### src/rtl/pwm_sync_pkg.sv
package pwm_sync_pkg;

   typedef enum logic [1:0] {
      UPD_MANUAL     = 2'd0,
      UPD_AUTO_CPU   = 2'd1,
      UPD_AUTO_DMA   = 2'd2,
      UPD_MANUAL_ALT = 2'd3
   } upd_mode_e;

   localparam int unsigned REG_UNLOCK = 0;
   localparam int unsigned REG_UPR    = 1;
   localparam int unsigned CH_BASE    = 4;
   localparam int unsigned CH_STRIDE  = 4;
   localparam int unsigned OFS_PRD    = 0;
   localparam int unsigned OFS_DTY    = 1;
   localparam int unsigned OFS_DT     = 2;

   function automatic logic mode_is_auto(upd_mode_e m);
      return (m == UPD_AUTO_CPU) || (m == UPD_AUTO_DMA);
   endfunction

endpackage

### src/rtl/pwm_shadow_slot.sv
module pwm_shadow_slot #(
   parameter int unsigned W = 16
) (
   input  logic         clk,
   input  logic         rst_n,
   input  logic         ld,
   input  logic [W-1:0] d,
   input  logic         xfer,
   output logic [W-1:0] act_o
);

   logic [W-1:0] shd_q;

   always_ff @(posedge clk or negedge rst_n) begin
      if (!rst_n) begin
         shd_q <= '0;
         act_o <= '0;
      end else begin
         if (ld)   shd_q <= d;
         // the active copy takes the shadow held before any same-cycle load
         if (xfer) act_o <= shd_q;
      end
   end

endmodule

### src/rtl/pwm_upd_sched.sv
module pwm_upd_sched
   import pwm_sync_pkg::*;
#(
   parameter int unsigned UPR_W = 4
) (
   input  logic             clk,
   input  logic             rst_n,
   input  upd_mode_e        mode,
   input  logic             prd_edge,
   input  logic             unl_set,
   input  logic             upr_ld,
   input  logic [UPR_W-1:0] upr_d,
   output logic             xfer_cfg,
   output logic             xfer_duty,
   output logic             auto_fire,
   output logic             unlock_o,
   output logic [UPR_W-1:0] upr_act
);

   upd_mode_e        mode_q;
   logic [UPR_W-1:0] cnt_q;
   logic [UPR_W-1:0] upr_shd_q;
   logic             mode_chg;
   logic             auto_on;
   logic             unl_fire;

   assign mode_chg  = (mode != mode_q);
   assign auto_on   = mode_is_auto(mode) && !mode_chg;
   assign unl_fire  = prd_edge && unlock_o;
   assign auto_fire = auto_on && prd_edge && (cnt_q == upr_act);
   assign xfer_cfg  = unl_fire;
   assign xfer_duty = mode_is_auto(mode) ? auto_fire : unl_fire;

   always_ff @(posedge clk or negedge rst_n) begin
      if (!rst_n) begin
         mode_q    <= UPD_MANUAL;
         unlock_o  <= 1'b0;
         cnt_q     <= '0;
         upr_shd_q <= '0;
         upr_act   <= '0;
      end else begin
         mode_q <= mode;
         // a fresh unlock write takes priority over the clear
         if (unl_set)       unlock_o <= 1'b1;
         else if (unl_fire) unlock_o <= 1'b0;
         if (mode_chg || !mode_is_auto(mode)) cnt_q <= '0;
         else if (prd_edge)                   cnt_q <= auto_fire ? '0 : cnt_q + 1'b1;
         if (upr_ld) upr_shd_q <= upr_d;
         if (auto_fire && (mode == UPD_AUTO_CPU)) upr_act <= upr_shd_q;
      end
   end

endmodule

### src/rtl/pwm_upd_flag.sv
module pwm_upd_flag (
   input  logic clk,
   input  logic rst_n,
   input  logic fire,
   input  logic rd,
   output logic pulse_o,
   output logic sticky_o
);

   always_ff @(posedge clk or negedge rst_n) begin
      if (!rst_n) begin
         pulse_o  <= 1'b0;
         sticky_o <= 1'b0;
      end else begin
         pulse_o <= fire;
         if (fire)    sticky_o <= 1'b1;
         else if (rd) sticky_o <= 1'b0;
      end
   end

endmodule

### src/rtl/pwm_dma_req_gen.sv
module pwm_dma_req_gen #(
   parameter bit MATCH_GATE_EN = 1'b1
) (
   input  logic clk,
   input  logic rst_n,
   input  logic fire,
   input  logic match_en,
   input  logic match,
   input  logic ack,
   output logic req_o
);

   logic pend_q;
   logic gate_ok;
   logic issue;

   if (MATCH_GATE_EN) begin : g_gate
      assign gate_ok = !match_en || match;
   end else begin : g_nogate
      logic unused_gate;
      assign unused_gate = match_en ^ match;
      assign gate_ok     = 1'b1;
   end

   assign issue = pend_q && !req_o && gate_ok;

   always_ff @(posedge clk or negedge rst_n) begin
      if (!rst_n) begin
         pend_q <= 1'b0;
         req_o  <= 1'b0;
      end else begin
         if (fire)       pend_q <= 1'b1;
         else if (issue) pend_q <= 1'b0;
         if (ack)        req_o <= 1'b0;
         else if (issue) req_o <= 1'b1;
      end
   end

endmodule

### src/rtl/pwm_sync_update_ctrl.sv
module pwm_sync_update_ctrl
   import pwm_sync_pkg::*;
#(
   parameter int unsigned NUM_CH        = 4,
   parameter int unsigned PRD_W         = 16,
   parameter int unsigned DTY_W         = 16,
   parameter int unsigned DT_W          = 8,
   parameter int unsigned UPR_W         = 4,
   parameter int unsigned ADDR_W        = 6,
   parameter int unsigned DATA_W        = 32,
   parameter bit          MATCH_GATE_EN = 1'b1
) (
   input  logic                    clk,
   input  logic                    rst_n,
   input  logic [1:0]              upd_mode,
   input  logic                    prd_edge,
   input  logic                    wr_en,
   input  logic [ADDR_W-1:0]       wr_addr,
   input  logic [DATA_W-1:0]       wr_data,
   input  logic                    req_on_match,
   input  logic                    cmp_match,
   input  logic                    dma_ack,
   input  logic                    stat_rd,
   output logic [NUM_CH*PRD_W-1:0] prd_act,
   output logic [NUM_CH*DTY_W-1:0] dty_act,
   output logic [NUM_CH*DT_W-1:0]  dt_act,
   output logic [UPR_W-1:0]        upr_act,
   output logic                    unlock_o,
   output logic                    dma_req,
   output logic                    upd_pulse,
   output logic                    upd_sticky
);

   localparam int unsigned MAP_END = CH_BASE + NUM_CH * CH_STRIDE;

   if (NUM_CH < 1) begin : g_bad_ch
      $error("NUM_CH must be at least 1");
   end
   if (PRD_W > DATA_W || DTY_W > DATA_W || DT_W > DATA_W || UPR_W > DATA_W) begin : g_bad_w
      $error("field wider than write data");
   end
   if (MAP_END > (1 << ADDR_W)) begin : g_bad_map
      $error("address map exceeds ADDR_W");
   end

   upd_mode_e mode;
   logic      unl_set;
   logic      upr_ld;
   logic      xfer_cfg;
   logic      xfer_duty;
   logic      auto_fire;
   logic      unused_wdata;

   assign mode         = upd_mode_e'(upd_mode);
   assign unl_set      = wr_en && (wr_addr == ADDR_W'(REG_UNLOCK)) && wr_data[0];
   assign upr_ld       = wr_en && (wr_addr == ADDR_W'(REG_UPR));
   assign unused_wdata = ^wr_data;

   pwm_upd_sched #(.UPR_W(UPR_W)) i_sched (
      .clk       (clk),
      .rst_n     (rst_n),
      .mode      (mode),
      .prd_edge  (prd_edge),
      .unl_set   (unl_set),
      .upr_ld    (upr_ld),
      .upr_d     (wr_data[UPR_W-1:0]),
      .xfer_cfg  (xfer_cfg),
      .xfer_duty (xfer_duty),
      .auto_fire (auto_fire),
      .unlock_o  (unlock_o),
      .upr_act   (upr_act)
   );

   for (genvar c = 0; c < NUM_CH; c++) begin : g_ch
      localparam int unsigned BASE = CH_BASE + c * CH_STRIDE;

      pwm_shadow_slot #(.W(PRD_W)) i_prd (
         .clk   (clk),
         .rst_n (rst_n),
         .ld    (wr_en && (wr_addr == ADDR_W'(BASE + OFS_PRD))),
         .d     (wr_data[PRD_W-1:0]),
         .xfer  (xfer_cfg),
         .act_o (prd_act[c*PRD_W +: PRD_W])
      );

      pwm_shadow_slot #(.W(DTY_W)) i_dty (
         .clk   (clk),
         .rst_n (rst_n),
         .ld    (wr_en && (wr_addr == ADDR_W'(BASE + OFS_DTY))),
         .d     (wr_data[DTY_W-1:0]),
         .xfer  (xfer_duty),
         .act_o (dty_act[c*DTY_W +: DTY_W])
      );

      pwm_shadow_slot #(.W(DT_W)) i_dt (
         .clk   (clk),
         .rst_n (rst_n),
         .ld    (wr_en && (wr_addr == ADDR_W'(BASE + OFS_DT))),
         .d     (wr_data[DT_W-1:0]),
         .xfer  (xfer_cfg),
         .act_o (dt_act[c*DT_W +: DT_W])
      );
   end

   pwm_upd_flag i_flag (
      .clk      (clk),
      .rst_n    (rst_n),
      .fire     (auto_fire),
      .rd       (stat_rd),
      .pulse_o  (upd_pulse),
      .sticky_o (upd_sticky)
   );

   pwm_dma_req_gen #(.MATCH_GATE_EN(MATCH_GATE_EN)) i_dma (
      .clk      (clk),
      .rst_n    (rst_n),
      .fire     (auto_fire && (mode == UPD_AUTO_DMA)),
      .match_en (req_on_match),
      .match    (cmp_match),
      .ack      (dma_ack),
      .req_o    (dma_req)
   );

endmodule

### config.mk
export PLATFORM = sky130hd
export DESIGN_NAME = pwm_sync_update_ctrl
export DESIGN_NICKNAME = d
export VERILOG_FILES = /design/src/rtl/pwm_sync_pkg.sv /design/src/rtl/pwm_shadow_slot.sv /design/src/rtl/pwm_upd_sched.sv /design/src/rtl/pwm_upd_flag.sv /design/src/rtl/pwm_dma_req_gen.sv /design/src/rtl/pwm_sync_update_ctrl.sv
export SDC_FILE = /design/constraint.sdc
export NUM_CORES = 1
export LEC_CHECK = 0
export CORE_MARGIN = 2
export CORE_UTILIZATION = 45
export CTS_CLUSTER_DIAMETER = 30
export DETAILED_ROUTE_END_ITERATION = 8
export PLACE_DENSITY_LB_ADDON = 0.25
export SETUP_SLACK_MARGIN = 0.2
export SLEW_MARGIN = 5
export SYNTH_ARGS = -nofsm -noshare
export SYNTH_HDL_FRONTEND = slang
export SYNTH_SLANG_ARGS = --single-unit
### constraint.sdc
create_clock -name clk -period 2.8 [get_ports clk]
set_clock_uncertainty 0.05 [all_clocks]
set_input_delay 0.56 -clock clk [delete_from_list [all_inputs] [get_ports clk]]
set_output_delay 0.56 -clock clk [all_outputs]
set_load 0.1 [all_outputs]
==> impl_metrics.csv <==
group,metric,value,unit
run_status,outcome,"finished clean",
sta,rsz0062_at_grt,"no",
min_path,min_to,"g_ch[3].i_prd.act_o[9]$_DFFE_PN0P_",
sta,maxSlewViolCount,0,
clock_tree,cts_tree,"yes",
yosys,synth-main-ff-cell,"dfrtp_1",
yosys,synth_cells,777,
worst_setup_path,worstPathCellList,"xor2_1 > nor4_4 > a31oi_4 > buf_12 > buf_12 > mux2_4",
die,io_pins,216,
clock_tree,cts_resized,0,
grt,grt-ovfl-total,0,
yosys,syn_area,13100,µm²
place,gp_congestion,0.728,
worst_setup_path,end_kind,"register",
power_and_ir_drop,p_sw_share,31.0,%
worst_setup_path,crit_top_cell,"buf_12",
die,start_util,45.7,%
min_path,hp-start,"g_ch[3].i_prd.shd_q[9]$_DFFE_PN0P_",
sta,timing.slew.headroom,48.7,%
die,dieWidth,174,µm
yosys,yosysTopAreaCellShare,64.9,%
min_path,min_path_type,"register to register",
clock_tree,clk_latency,0.54,ns
sta,finalSetupTns,0,ns
grt,grt_max_degree,84,
power_and_ir_drop,internal_power,12.0,mW
detailed_routing,first_pass_iters,6,
grt,antenna_found_initial,1,
worst_setup_path,rr_endpoint,"g_ch[0].i_dty.act_o[14]$_DFFE_PN0P_",
min_path,hold_path_depth,1,
die,dieArea,30400,µm²
place,dp_cells,1359,
power_and_ir_drop,powerDensity,985,nW/µm²
power_and_ir_drop,leakage,9.25,nW
yosys,async_flop_share,100,%
grt,grt_pass1_vias,8034,
layout,fin_nets,1096,
sta,tightestPinTransition,0.767,ns
yosys,ys.warnings.count,0,
detailed_routing,wl,28.3,mm
yosys,seq_area_frac_synth,64.9,%
yosys,synth-edff-count,0,
worst_setup_path,critical-path-max-stage-delay,0.52,ns
layout,num_antenna_cells,0,
detailed_routing,avgViaCountPerCell,4.97,
power_and_ir_drop,vdd.ir_drop.worst,0.474,mV
clock_tree,h-tree-depth,3,
sta,setup_viol,0,
worst_setup_path,r2r_start,"i_sched.cnt_q[0]$_DFFE_PN0P_",
layout,fin_area,17700,µm²
worst_setup_path,startpoint_type,"register",
place,post_dp_cell_area,15300,µm²
layout,syn2layout_area_growth,35.2,%
clock_tree,cts.sinks,339,
worst_setup_path,required,3.17,ns
power_and_ir_drop,p_switching,5.39,mW
place,place_hpwl,18.2,mm
clock_tree,post-cts-setup-buffers,0,
layout,drive_gt1_share,59.8,%
power_and_ir_drop,clkPwrFrac,46.8,%
detailed_routing,ant_nets,0,
detailed_routing,wl_per_cell,19.2,µm
clock_tree,root_buffer,"clkbuf_16",
clock_tree,clockBufferDepth,3,
power_and_ir_drop,pwr-share-seq,33.5,%
grt,grt_pass1_wl,45.7,mm
worst_setup_path,crit_path_top_delay_cell,"nor4_4",
worst_setup_path,critPathMaxFanout,19,
detailed_routing,route.detailed.drc,0,
worst_setup_path,critPathKind,"register to register",
die,std_cell_rows,62,
yosys,ys_ff_latch,339,
worst_setup_path,ff2ff_setup_slack,0.60,ns
sta,hold_viol_final,0,
detailed_routing,dr_total_vias,7353,
power_and_ir_drop,pwr-share-comb,19.8,%
job,maxCapViolCount,0,
grt,grt_usage,19.4,%
layout,instances_no_fill,1479,
die,die_h,174,µm
sta,max_clock_freq,454,MHz
yosys,synth.net_count,828,
die,core-area,28600,µm²
yosys,synth_area_leaders,"dfrtp_1 65%, mux2_2 23%, mux2_4 6.9%",
detailed_routing,drt_iter0_drc,240,
worst_setup_path,rr_worst_depth,6,
sta,finalCriticalPeriod,2.20,ns
clock_tree,postCtsHoldBufs,1,
clock_tree,cts_buffers,67,
worst_setup_path,worstPathArrival,2.57,ns
yosys,ys_types,37,
clock_tree,path_clk_slew,0.05,ns
yosys,synth_area_leader_cell,"dfrtp_1",
place,io_buffers,199,
yosys,avgSynthCellArea,16.8,µm²
sta,fin_crit_sh,78.7,%
-- metrics by stage --
step	hold slack, ns	setup WS [ns]	utilization [%]	power (mW)
floorplan	0.214	0.267	-	8.49
global placement	0.429	0.0647	53.5	9.32
detailed placement	0.436	0.0747	53.5	9.37
CTS	0.435	0.598	61.8	17.6
global route	0.454	0.512	61.8	18.0
finish	0.430	0.595	61.8	17.4
-- logic make-up (layout without fill, tap and decap cells) --
logic type / after synthesis / in the layout / synth area share, %
adders and majority gates: 3 / 3 / 0.287
and+or+nand+nor: 48 / 48 / 2.24
muxes: 328 / 328 / 30.0
buffers and inverters: 43 / 361 / 1.67
AOI/OAI and AO/OA: 10 / 10 / 0.564
DFF: 339 / 339 / 64.9
xor gates and xnor gates: 6 / 6 / 0.402
-- cell usage after synthesis (2+ instances only) --
| library cell | count |
|---|---|
| and3_1 | 4 |
| buf_1 | 6 |
| dfrtp_1 | 339 |
| mux2_4 | 60 |
| nor2_1 | 7 |
| mux2_2 | 267 |
| clkbuf_1 | 17 |
| buf_2 | 7 |
| xor2_1 | 5 |
| nand4_1 | 2 |
| nor3b_1 | 2 |
| o21ai_0 | 5 |
| nand2b_1 | 2 |
| nand3_1 | 3 |
| nor4b_2 | 2 |
| nor2b_1 | 4 |
| buf_6 | 6 |
| inv_1 | 6 |
| nand2_1 | 13 |
| ha_1 | 3 |
-- final cells by class --
type | instances | area [µm²]
Clock buffer | 80 | 1850
Clock inverter | 39 | 498
Fill cell | 2124 | 10900
Inverter | 6 | 22.5
Multi-Input combinational cell | 395 | 4380
Sequential cell | 339 | 8480
Tap cell | 384 | 480
Timing Repair Buffer | 236 | 1970
-- worst max path at each step --
| stage | slack [ns] | from | cells past startpoint | endpoint |
|---|---|---|---|---|
| after floorplan | 0.27 | i_sched.upr_act[0]$_DFFE_PN0P_ | 5 | g_ch[0].i_dty.act_o[0]$_DFFE_PN0P_ |
| after global placement | 0.06 | upd_mode[0] | 9 | g_ch[1].i_dty.act_o[10]$_DFFE_PN0P_ |
| after detailed placement | 0.07 | upd_mode[0] | 9 | g_ch[1].i_dty.act_o[11]$_DFFE_PN0P_ |
| after CTS | 0.60 | i_sched.cnt_q[0]$_DFFE_PN0P_ | 6 | g_ch[2].i_dty.act_o[15]$_DFFE_PN0P_ |
| after global routing | 0.51 | upd_mode[0] | 9 | g_ch[0].i_dty.act_o[14]$_DFFE_PN0P_ |
| final | 0.60 | i_sched.cnt_q[0]$_DFFE_PN0P_ | 6 | g_ch[0].i_dty.act_o[14]$_DFFE_PN0P_ |
-- routing by layer --
layer	track usage, %	part of all wire [%]
met5	0	0
met3	5.25	6.1
met2	31.1	48
met4	7.14	2.6
met1	25.3	44
-- power groups by stage --
stage / registers, mW / clock network, mW / logic [mW]
6_report: 5.83 / 8.14 / 3.44
5_1_grt: 5.91 / 8.53 / 3.57
4_1_cts: 5.84 / 8.30 / 3.48
3_5_place_dp: 5.90 / 0 / 3.47
3_3_place_gp: 5.88 / 0 / 3.43
2_1_floorplan: 7.75 / 0 / 0.743
-- layout by cell type (no fill, tap or decap), types with 4 or more instances in the layout --
| cell | n |
|---|---|
| o21ai_0 | 5 |
| nor2b_1 | 4 |
| xor2_1 | 5 |
| inv_6 | 7 |
| clkinv_4 | 4 |
| buf_4 | 195 |
| bufinv_16 | 9 |
| inv_1 | 6 |
| nand2_1 | 12 |
| dfrtp_1 | 339 |
| buf_12 | 9 |
| mux2_2 | 267 |
| clkinvlp_4 | 4 |
| clkinv_2 | 13 |
| clkbuf_8 | 10 |
| and3_1 | 4 |
| nor2_1 | 7 |
| clkbuf_16 | 68 |
| clkdlybuf4s50_1 | 30 |
| mux2_4 | 60 |
-- critical path: cells and delay by family, from the launching register on --
family	cells	cell delay (ns)
simple gates	1	0.52
flops	1	0.43
buf+inv	2	0.37
mux	1	0.30
xor+xnor	1	0.21
compound gates	1	0.18
-- sequential cells by signal, summed over array words and instances (netlist names) --
signal	count
g_ch.i_dt.shd_q	32
i_sched.unlock_o	1
i_sched.mode_q	2
i_sched.upr_act	4
i_dma.pend_q	1
i_flag.sticky_o	1
i_sched.cnt_q	4
i_dma.req_o	1
i_flag.pulse_o	1
g_ch.i_dty.act_o	64
g_ch.i_dt.act_o	32
g_ch.i_prd.act_o	64
i_sched.upr_shd_q	4
g_ch.i_dty.shd_q	64
g_ch.i_prd.shd_q	64
Note: power is estimated with default switching activity, not from simulation.
